**src/rtl/fxjob_pkg.sv**
```systemverilog
package fxjob_pkg;
    typedef enum logic [1:0] {
        ST_IDLE,
        ST_XFER,
        ST_LINE_END,
        ST_DONE
    } job_state_t;

    localparam int SEL_W = 3;
    localparam logic [SEL_W-1:0] SEL_BASE   = 3'd0;
    localparam logic [SEL_W-1:0] SEL_LINES  = 3'd1;
    localparam logic [SEL_W-1:0] SEL_WIDTH  = 3'd2;
    localparam logic [SEL_W-1:0] SEL_CTRL   = 3'd3;
    localparam logic [SEL_W-1:0] SEL_IRQEN  = 3'd4;
    localparam logic [SEL_W-1:0] SEL_STATUS = 3'd5;

    localparam int CTRL_GO     = 0;
    localparam int CTRL_DEC    = 1;
    localparam int CTRL_SINGLE = 2;
    localparam int CTRL_RESUME = 3;

    localparam int NSTS = 2;
endpackage

```
**src/rtl/fxjob_regs.sv**
```systemverilog
module fxjob_regs
    import fxjob_pkg::*;
#(
    parameter int AW = 24,
    parameter int CW = 16
) (
    input  logic             clk,
    input  logic             rst_n,
    input  logic             cfg_we,
    input  logic [SEL_W-1:0] cfg_sel,
    input  logic [AW-1:0]    cfg_wdata,
    input  logic             done_set,
    input  logic             err_set,
    output logic [AW-1:0]    base_addr,
    output logic [CW-1:0]    lines_m1,
    output logic [CW-1:0]    width_m1,
    output logic             go,
    output logic             go_dec,
    output logic             go_single,
    output logic             go_resume,
    output logic [NSTS-1:0]  sts,
    output logic             irq
);
    logic [AW-1:0]   base_q;
    logic [CW-1:0]   lines_q;
    logic [CW-1:0]   width_q;
    logic [NSTS-1:0] ie_q;
    logic [NSTS-1:0] sts_q;
    logic [NSTS-1:0] sts_clr;
    logic [NSTS-1:0] sts_set;

    always_comb begin
        sts_clr = (cfg_we && cfg_sel == SEL_STATUS) ? cfg_wdata[NSTS-1:0] : '0;
        sts_set = {err_set, done_set};
    end

    always_ff @(posedge clk or negedge rst_n) begin
        if (!rst_n) begin
            base_q  <= '0;
            lines_q <= '0;
            width_q <= '0;
            ie_q    <= '0;
            sts_q   <= '0;
        end else begin
            if (cfg_we) begin
                case (cfg_sel)
                    SEL_BASE:  base_q  <= cfg_wdata;
                    SEL_LINES: lines_q <= cfg_wdata[CW-1:0];
                    SEL_WIDTH: width_q <= cfg_wdata[CW-1:0];
                    SEL_IRQEN: ie_q    <= cfg_wdata[NSTS-1:0];
                    default:   ;
                endcase
            end
            sts_q <= (sts_q & ~sts_clr) | sts_set;
        end
    end

    always_comb begin
        go        = cfg_we && (cfg_sel == SEL_CTRL) && cfg_wdata[CTRL_GO];
        go_dec    = cfg_wdata[CTRL_DEC];
        go_single = cfg_wdata[CTRL_SINGLE];
        go_resume = cfg_wdata[CTRL_RESUME];
        base_addr = base_q;
        lines_m1  = lines_q;
        width_m1  = width_q;
        sts       = sts_q;
        irq       = |(sts_q & ie_q);
    end
endmodule

```
**src/rtl/fxjob_addr.sv**
```systemverilog
module fxjob_addr #(
    parameter int AW   = 24,
    parameter int NDIR = 2
) (
    input  logic                    clk,
    input  logic                    rst_n,
    input  logic                    load,
    input  logic [$clog2(NDIR)-1:0] load_dir,
    input  logic                    resume,
    input  logic [AW-1:0]           base,
    input  logic                    step,
    input  logic [$clog2(NDIR)-1:0] cur_dir,
    output logic [AW-1:0]           addr
);
    localparam int DIRW = $clog2(NDIR);

    logic [AW-1:0] ptr [NDIR];

    generate
        for (genvar d = 0; d < NDIR; d++) begin : g_ptr
            logic [AW-1:0] p_q;
            always_ff @(posedge clk or negedge rst_n) begin
                if (!rst_n) begin
                    p_q <= '0;
                end else if (load && load_dir == DIRW'(d)) begin
                    if (!resume) p_q <= base;
                end else if (step && cur_dir == DIRW'(d)) begin
                    p_q <= p_q + {{(AW-1){1'b0}}, 1'b1};
                end
            end
            assign ptr[d] = p_q;
        end
    endgenerate

    assign addr = ptr[cur_dir];
endmodule

```
**src/rtl/fxjob_fsm.sv**
```systemverilog
module fxjob_fsm
    import fxjob_pkg::*;
#(
    parameter int CW = 16
) (
    input  logic          clk,
    input  logic          rst_n,
    input  logic          go,
    input  logic          go_dec,
    input  logic          go_single,
    input  logic [CW-1:0] lines_m1,
    input  logic [CW-1:0] width_m1,
    input  logic          enc_full,
    input  logic          dec_valid,
    input  logic          dec_err,
    input  logic          mem_gnt,
    output logic          busy,
    output logic          job_dec,
    output logic          load,
    output logic          xfer,
    output logic          mem_req,
    output logic          done_set,
    output logic          err_set
);
    job_state_t    state_q, state_d;
    logic          dec_q, single_q;
    logic [CW-1:0] lines_q, width_q;
    logic [CW-1:0] word_cnt, line_cnt;
    logic          last_word, last_line, err_hit;

    always_comb begin
        last_word = (word_cnt == width_q);
        last_line = single_q || (line_cnt == lines_q);
        err_hit   = (state_q != ST_IDLE) && dec_q && dec_err;
    end

    always_comb begin
        state_d = state_q;
        unique case (state_q)
            ST_IDLE:     if (go) state_d = ST_XFER;
            ST_XFER: begin
                if (err_hit)                 state_d = ST_IDLE;
                else if (xfer && last_word)  state_d = ST_LINE_END;
            end
            ST_LINE_END: begin
                if (err_hit)        state_d = ST_IDLE;
                else if (last_line) state_d = ST_DONE;
                else                state_d = ST_XFER;
            end
            ST_DONE:     state_d = ST_IDLE;
        endcase
    end

    always_ff @(posedge clk or negedge rst_n) begin
        if (!rst_n) state_q <= ST_IDLE;
        else        state_q <= state_d;
    end

    always_comb begin
        busy     = (state_q != ST_IDLE);
        load     = (state_q == ST_IDLE) && go;
        mem_req  = (state_q == ST_XFER) && (dec_q ? dec_valid : !enc_full);
        xfer     = mem_req && mem_gnt;
        done_set = (state_q == ST_DONE) && !err_hit;
        err_set  = err_hit;
        job_dec  = dec_q;
    end

    always_ff @(posedge clk or negedge rst_n) begin
        if (!rst_n) begin
            dec_q    <= 1'b0;
            single_q <= 1'b0;
            lines_q  <= '0;
            width_q  <= '0;
            word_cnt <= '0;
            line_cnt <= '0;
        end else if (load) begin
            dec_q    <= go_dec;
            single_q <= go_single;
            lines_q  <= lines_m1;
            width_q  <= width_m1;
            word_cnt <= '0;
            line_cnt <= '0;
        end else begin
            if (xfer) word_cnt <= last_word ? '0 : word_cnt + {{(CW-1){1'b0}}, 1'b1};
            if (state_q == ST_LINE_END) line_cnt <= line_cnt + {{(CW-1){1'b0}}, 1'b1};
        end
    end
endmodule

```
**src/rtl/fxjob_seq.sv**
```systemverilog
module fxjob_seq
    import fxjob_pkg::*;
#(
    parameter int AW = 24,
    parameter int DW = 16,
    parameter int CW = 16
) (
    input  logic             clk,
    input  logic             rst_n,
    input  logic             cfg_we,
    input  logic [SEL_W-1:0] cfg_sel,
    input  logic [AW-1:0]    cfg_wdata,
    output logic             mem_req,
    output logic             mem_we,
    output logic [AW-1:0]    mem_addr,
    output logic [DW-1:0]    mem_wdata,
    input  logic             mem_gnt,
    input  logic [DW-1:0]    mem_rdata,
    input  logic             enc_full,
    output logic             enc_push,
    output logic [DW-1:0]    enc_word,
    input  logic             dec_valid,
    input  logic [DW-1:0]    dec_word,
    output logic             dec_pop,
    input  logic             dec_err,
    output logic             busy,
    output logic [NSTS-1:0]  sts,
    output logic             irq
);
    localparam int NDIR = 2;

    logic [AW-1:0] base_addr;
    logic [CW-1:0] lines_m1, width_m1;
    logic          go, go_dec, go_single, go_resume;
    logic          job_dec, load, xfer, done_set, err_set;

    fxjob_regs #(.AW(AW), .CW(CW)) u_regs (
        .clk(clk), .rst_n(rst_n), .cfg_we(cfg_we), .cfg_sel(cfg_sel),
        .cfg_wdata(cfg_wdata), .done_set(done_set), .err_set(err_set),
        .base_addr(base_addr), .lines_m1(lines_m1), .width_m1(width_m1),
        .go(go), .go_dec(go_dec), .go_single(go_single), .go_resume(go_resume),
        .sts(sts), .irq(irq)
    );

    fxjob_fsm #(.CW(CW)) u_fsm (
        .clk(clk), .rst_n(rst_n), .go(go), .go_dec(go_dec), .go_single(go_single),
        .lines_m1(lines_m1), .width_m1(width_m1), .enc_full(enc_full),
        .dec_valid(dec_valid), .dec_err(dec_err), .mem_gnt(mem_gnt),
        .busy(busy), .job_dec(job_dec), .load(load), .xfer(xfer),
        .mem_req(mem_req), .done_set(done_set), .err_set(err_set)
    );

    fxjob_addr #(.AW(AW), .NDIR(NDIR)) u_addr (
        .clk(clk), .rst_n(rst_n), .load(load), .load_dir(go_dec),
        .resume(go_resume), .base(base_addr), .step(xfer),
        .cur_dir(job_dec), .addr(mem_addr)
    );

    always_comb begin
        mem_we    = mem_req && job_dec;
        mem_wdata = dec_word;
        dec_pop   = xfer && job_dec;
        enc_push  = xfer && !job_dec;
        enc_word  = mem_rdata;
    end
endmodule

```
**config.mk**
```make
export PLATFORM = sky130hd
export DESIGN_NAME = fxjob_seq
export DESIGN_NICKNAME = d
export VERILOG_FILES = /design/src/rtl/fxjob_pkg.sv /design/src/rtl/fxjob_regs.sv /design/src/rtl/fxjob_addr.sv /design/src/rtl/fxjob_fsm.sv /design/src/rtl/fxjob_seq.sv
export SDC_FILE = /design/constraint.sdc
export NUM_CORES = 1
export LEC_CHECK = 0
export BUFFER_PORTS_ARGS = -buffer_cell sky130_fd_sc_hd__buf_2
export CORE_MARGIN = 2
export CORE_UTILIZATION = 58
export DETAILED_ROUTE_END_ITERATION = 16
export PLACE_DENSITY = 0.81
export SETUP_SLACK_MARGIN = 0.2
export SLEW_MARGIN = 0
export SYNTH_ARGS = -nofsm -noshare
export SYNTH_HDL_FRONTEND = slang
export SYNTH_SLANG_ARGS = --single-unit
```
**constraint.sdc**
```tcl
create_clock -name clk -period 2 [get_ports clk]
set_input_delay 0.1 -clock clk [delete_from_list [all_inputs] [get_ports clk]]
set_output_delay 0.1 -clock clk [all_outputs]
set_load 0.02 [all_outputs]
```
==> flow_summary.toml <==
[layout]
drive_gt1_share_pct = 31.5
diodes = 0
areaGrowthSynthToFinish_pct = 25.0
final_nets = 1130

[synthesis]
synthCells = 936
synth.largest_area_cell = "dfrtp_1"
ys_warn_count = 0
syn_area_sq_um = 9130
ys_seq_elements = 176
synth_ff_type = "dfrtp_1"
syn_nets = 1006
synth.most_common_cell = "dfrtp_1"
synth_edf_count = 0
yosys-top-cells-count = "dfrtp_1 (176), nand2_1 (163), mux2_2 (79)"
synth.avg_cell_area_sq_um = 9.76
async_reset_ff_share_pct = 100
synth_top_area_share_pct = 48.2
ys_seq_area_share_pct = 48.2
synth_area_leaders = "dfrtp_1 (48%), mux2_2 (9.7%), nand2_1 (6.7%)"
ys_types = 70

[power]
power.leakage_uw = 0.00517
intPower_uw = 7430
seqPwrFrac_pct = 46.1
switching_power_uw = 4050
finalPower_uw = 11500
p_comb_share_pct = 25.3
switching_share_pct = 35.3
p_clk_share_pct = 28.6
ir_drop_mv = 0.780
cellPowerDensity_nw_per_um2 = 1010

[status]
violations = "negative setup slack"
status = "finished, violations left"

[critical_path]
path_delay_family = "simple AND/OR/NAND/NOR gates"
cp.required_ps = 2310
worstPathMaxFanout = 6
cp_slowest_cell = "dfrtp_2"
slowest_delay_ps = 440
cp-start-kind = "register"
cp-end-kind = "register"
crit_arrival_ps = 2330
path_buf_inv = 2
critical_path_class = "register to register"
path_cells = "nand3b_1 > or3_4 > inv_6 > buf_4 > nand2_1 > o31ai_1 > nor3_1"

[route]
vias_per_cell = 6.55
antenna_left = 0
wl_mm = 28.9
drc = 0
routedWlPerCell_microns = 22.5
first_pass_iters = 6
vias = 8413
drt_iter0_drc = 1010

[sta]
slew_violations = 0
finalSetupViolCount = 2
timing.hold.ws_ps = 51.8
max_slew_margin_pct = 61.6
fmax_mhz = 496
finClkSkew_ps = 11.3
period_share_pct = 101
rsz0062_at_grt = "yes"
min_period_ps = 2010
tightestPinTransition_ps = 569
setup_slack_ps = -14.7
finalHoldViolCount = 0

[floorplanning]
fp.dieH_microns = 129
dieArea_sq_um = 16800
initial_utilization_pct = 59.6
rows = 45
core_sq_um = 15300
die_x_microns = 129
ios = 130

[clock_tree]
cts_made_buffers = 17
cts.clk_slew.worst_paths_ps = 80
cts-root-buf = "clkbuf_16"
h-tree-depth = 4
clock_sinks = 176
clk_latency_ps = 450
cts_tree = "yes"
cts.path.max_buffers = 2

[global_route]
grt_pass1_vias = 7320
grtUsageTotal_pct = 29.7
grt_first_pass_wirelength_mm = 38.5
overflow = 0
antenna_found_initial = 0
grt_start_max_net_pins = 49

[placement]
place.gp.congestion = 0.951
dp_slack_ps = 67.8
hpwl_mm = 16.0
port_buffers = 65

[hold_path]
hold_path_class = "primary input to register"

[job]
drv_cap = 0
placed cells by master, fill, tap and decap left out, types with 8 or more instances in the layout:
cell type	instances
buf_6	18
clkbuf_16	22
o22ai_1	10
buf_12	11
and3_1	10
a211oi_1	10
nand3_1	34
xnor2_1	26
buf_4	64
nor2_1	62
nor3_1	21
dlygate4sd3_1	22
dfrtp_2	8
a21oi_1	38
inv_1	9
o21ai_0	25
nand4_1	25
mux2_2	74
xor2_1	24
nand2_1	160
buf_2	58
dfrtp_1	168
layer usage:
metal	global-route usage, %	vias up	part of all wire, %
li1	-	3549	-
met1	40.0	4067	36
met2	47.9	610	48
met3	6.23	187	9.7
met4	11.4	0	5.9
met5	0	-	0
worst paths after layout:
kind / startpoint / cells after the start / slack (ps) / to
max in group asynchronous: rst_n / 3 / 1190 / u_fsm.word_cnt[7]$_DFFE_PN0P_
hold / removal: dec_err / 3 / 50 / u_fsm.state_q[1]$_DFFE_PN0P_
hold reg to reg: u_regs.lines_m1[5]$_DFFE_PN0P_ / 2 / 470 / u_fsm.lines_q[5]$_DFFE_PN0P_
setup reg to reg: u_fsm.state_q[1]$_DFFE_PN0P_ / 7 / -10 / u_addr.g_ptr[0].p_q[20]$_DFFE_PN0P_
setup / recovery: u_fsm.state_q[1]$_DFFE_PN0P_ / 7 / -10 / u_addr.g_ptr[0].p_q[20]$_DFFE_PN0P_
min in group asynchronous: rst_n / 2 / 140 / u_fsm.line_cnt[10]$_DFFE_PN0P_
power by group through the flow:
stage                     Combinational (uW)  Sequential (uW)  Clock, uW
after CTS                               2480             5190       3260
after floorplan                         1820             4960          0
after global routing                    3140             5370       3430
final                                   2910             5290       3280
after detailed placement                2330             5250          0
after global placement                  2230             5210          0
worst register-to-register path, stage by stage, from the launching register on:
cell	delay [ps]
dfrtp_2	440
nand3b_1	240
or3_4	420
inv_6	110
buf_4	120
nand2_1	60
o31ai_1	360
nor3_1	130
flip-flops by register name, summed over array words and instances (netlist names):
name,flops
u_regs.lines_m1,16
u_fsm.word_cnt,16
u_fsm.lines_q,16
u_regs.ie_q,2
u_regs.sts,2
u_regs.base_addr,24
u_addr.g_ptr.p_q,48
u_fsm.job_dec,1
u_fsm.line_cnt,16
u_fsm.single_q,1
u_regs.width_m1,16
u_fsm.width_q,16
u_fsm.state_q,2
through the flow:
| stage | utilization [%] | instances | setup TNS, ps | instance area (sq um) |
|---|---|---|---|---|
| 6_report | 74.5 | 1284 | -20.6 | 11400 |
| 5_1_grt | 74.5 | 1284 | -117 | 11400 |
| 4_1_cts | 69.7 | 1241 | 0 | 10700 |
| 3_5_place_dp | 63.7 | 1180 | 0 | 9760 |
| 3_3_place_gp | 63.7 | 1180 | 0 | 9760 |
| 2_1_floorplan | - | 936 | 0 | 9130 |
final cells by class:
type,instances,area (sq um)
clock buffer,17,425
inverter,11,48.8
tap,211,264
fill,973,3900
timing repair buffer,181,1570
multi-input combinational,673,4540
sequential,176,4410
clock inverter,15,146
repair_timing:
item                                    4_1_cts  5_1_grt
resized for setup                            21       87
endpoints found under the setup margin       67       90
pin swaps                                     1       19
hold endpoints to repair                    155        0
buffers inserted                              7       35
hold buffers                                 22        0
gates cloned                                  0        8
kinds of logic after synthesis:
group / synth area share (%)
simple gates: 18.7
flops: 48.2
compound gates: 12.3
buf+inv: 5.23
mux: 10.2
xor+xnor: 4.79
fa+ha+maj: 0.548
Note: power is estimated with default switching activity, not from simulation.
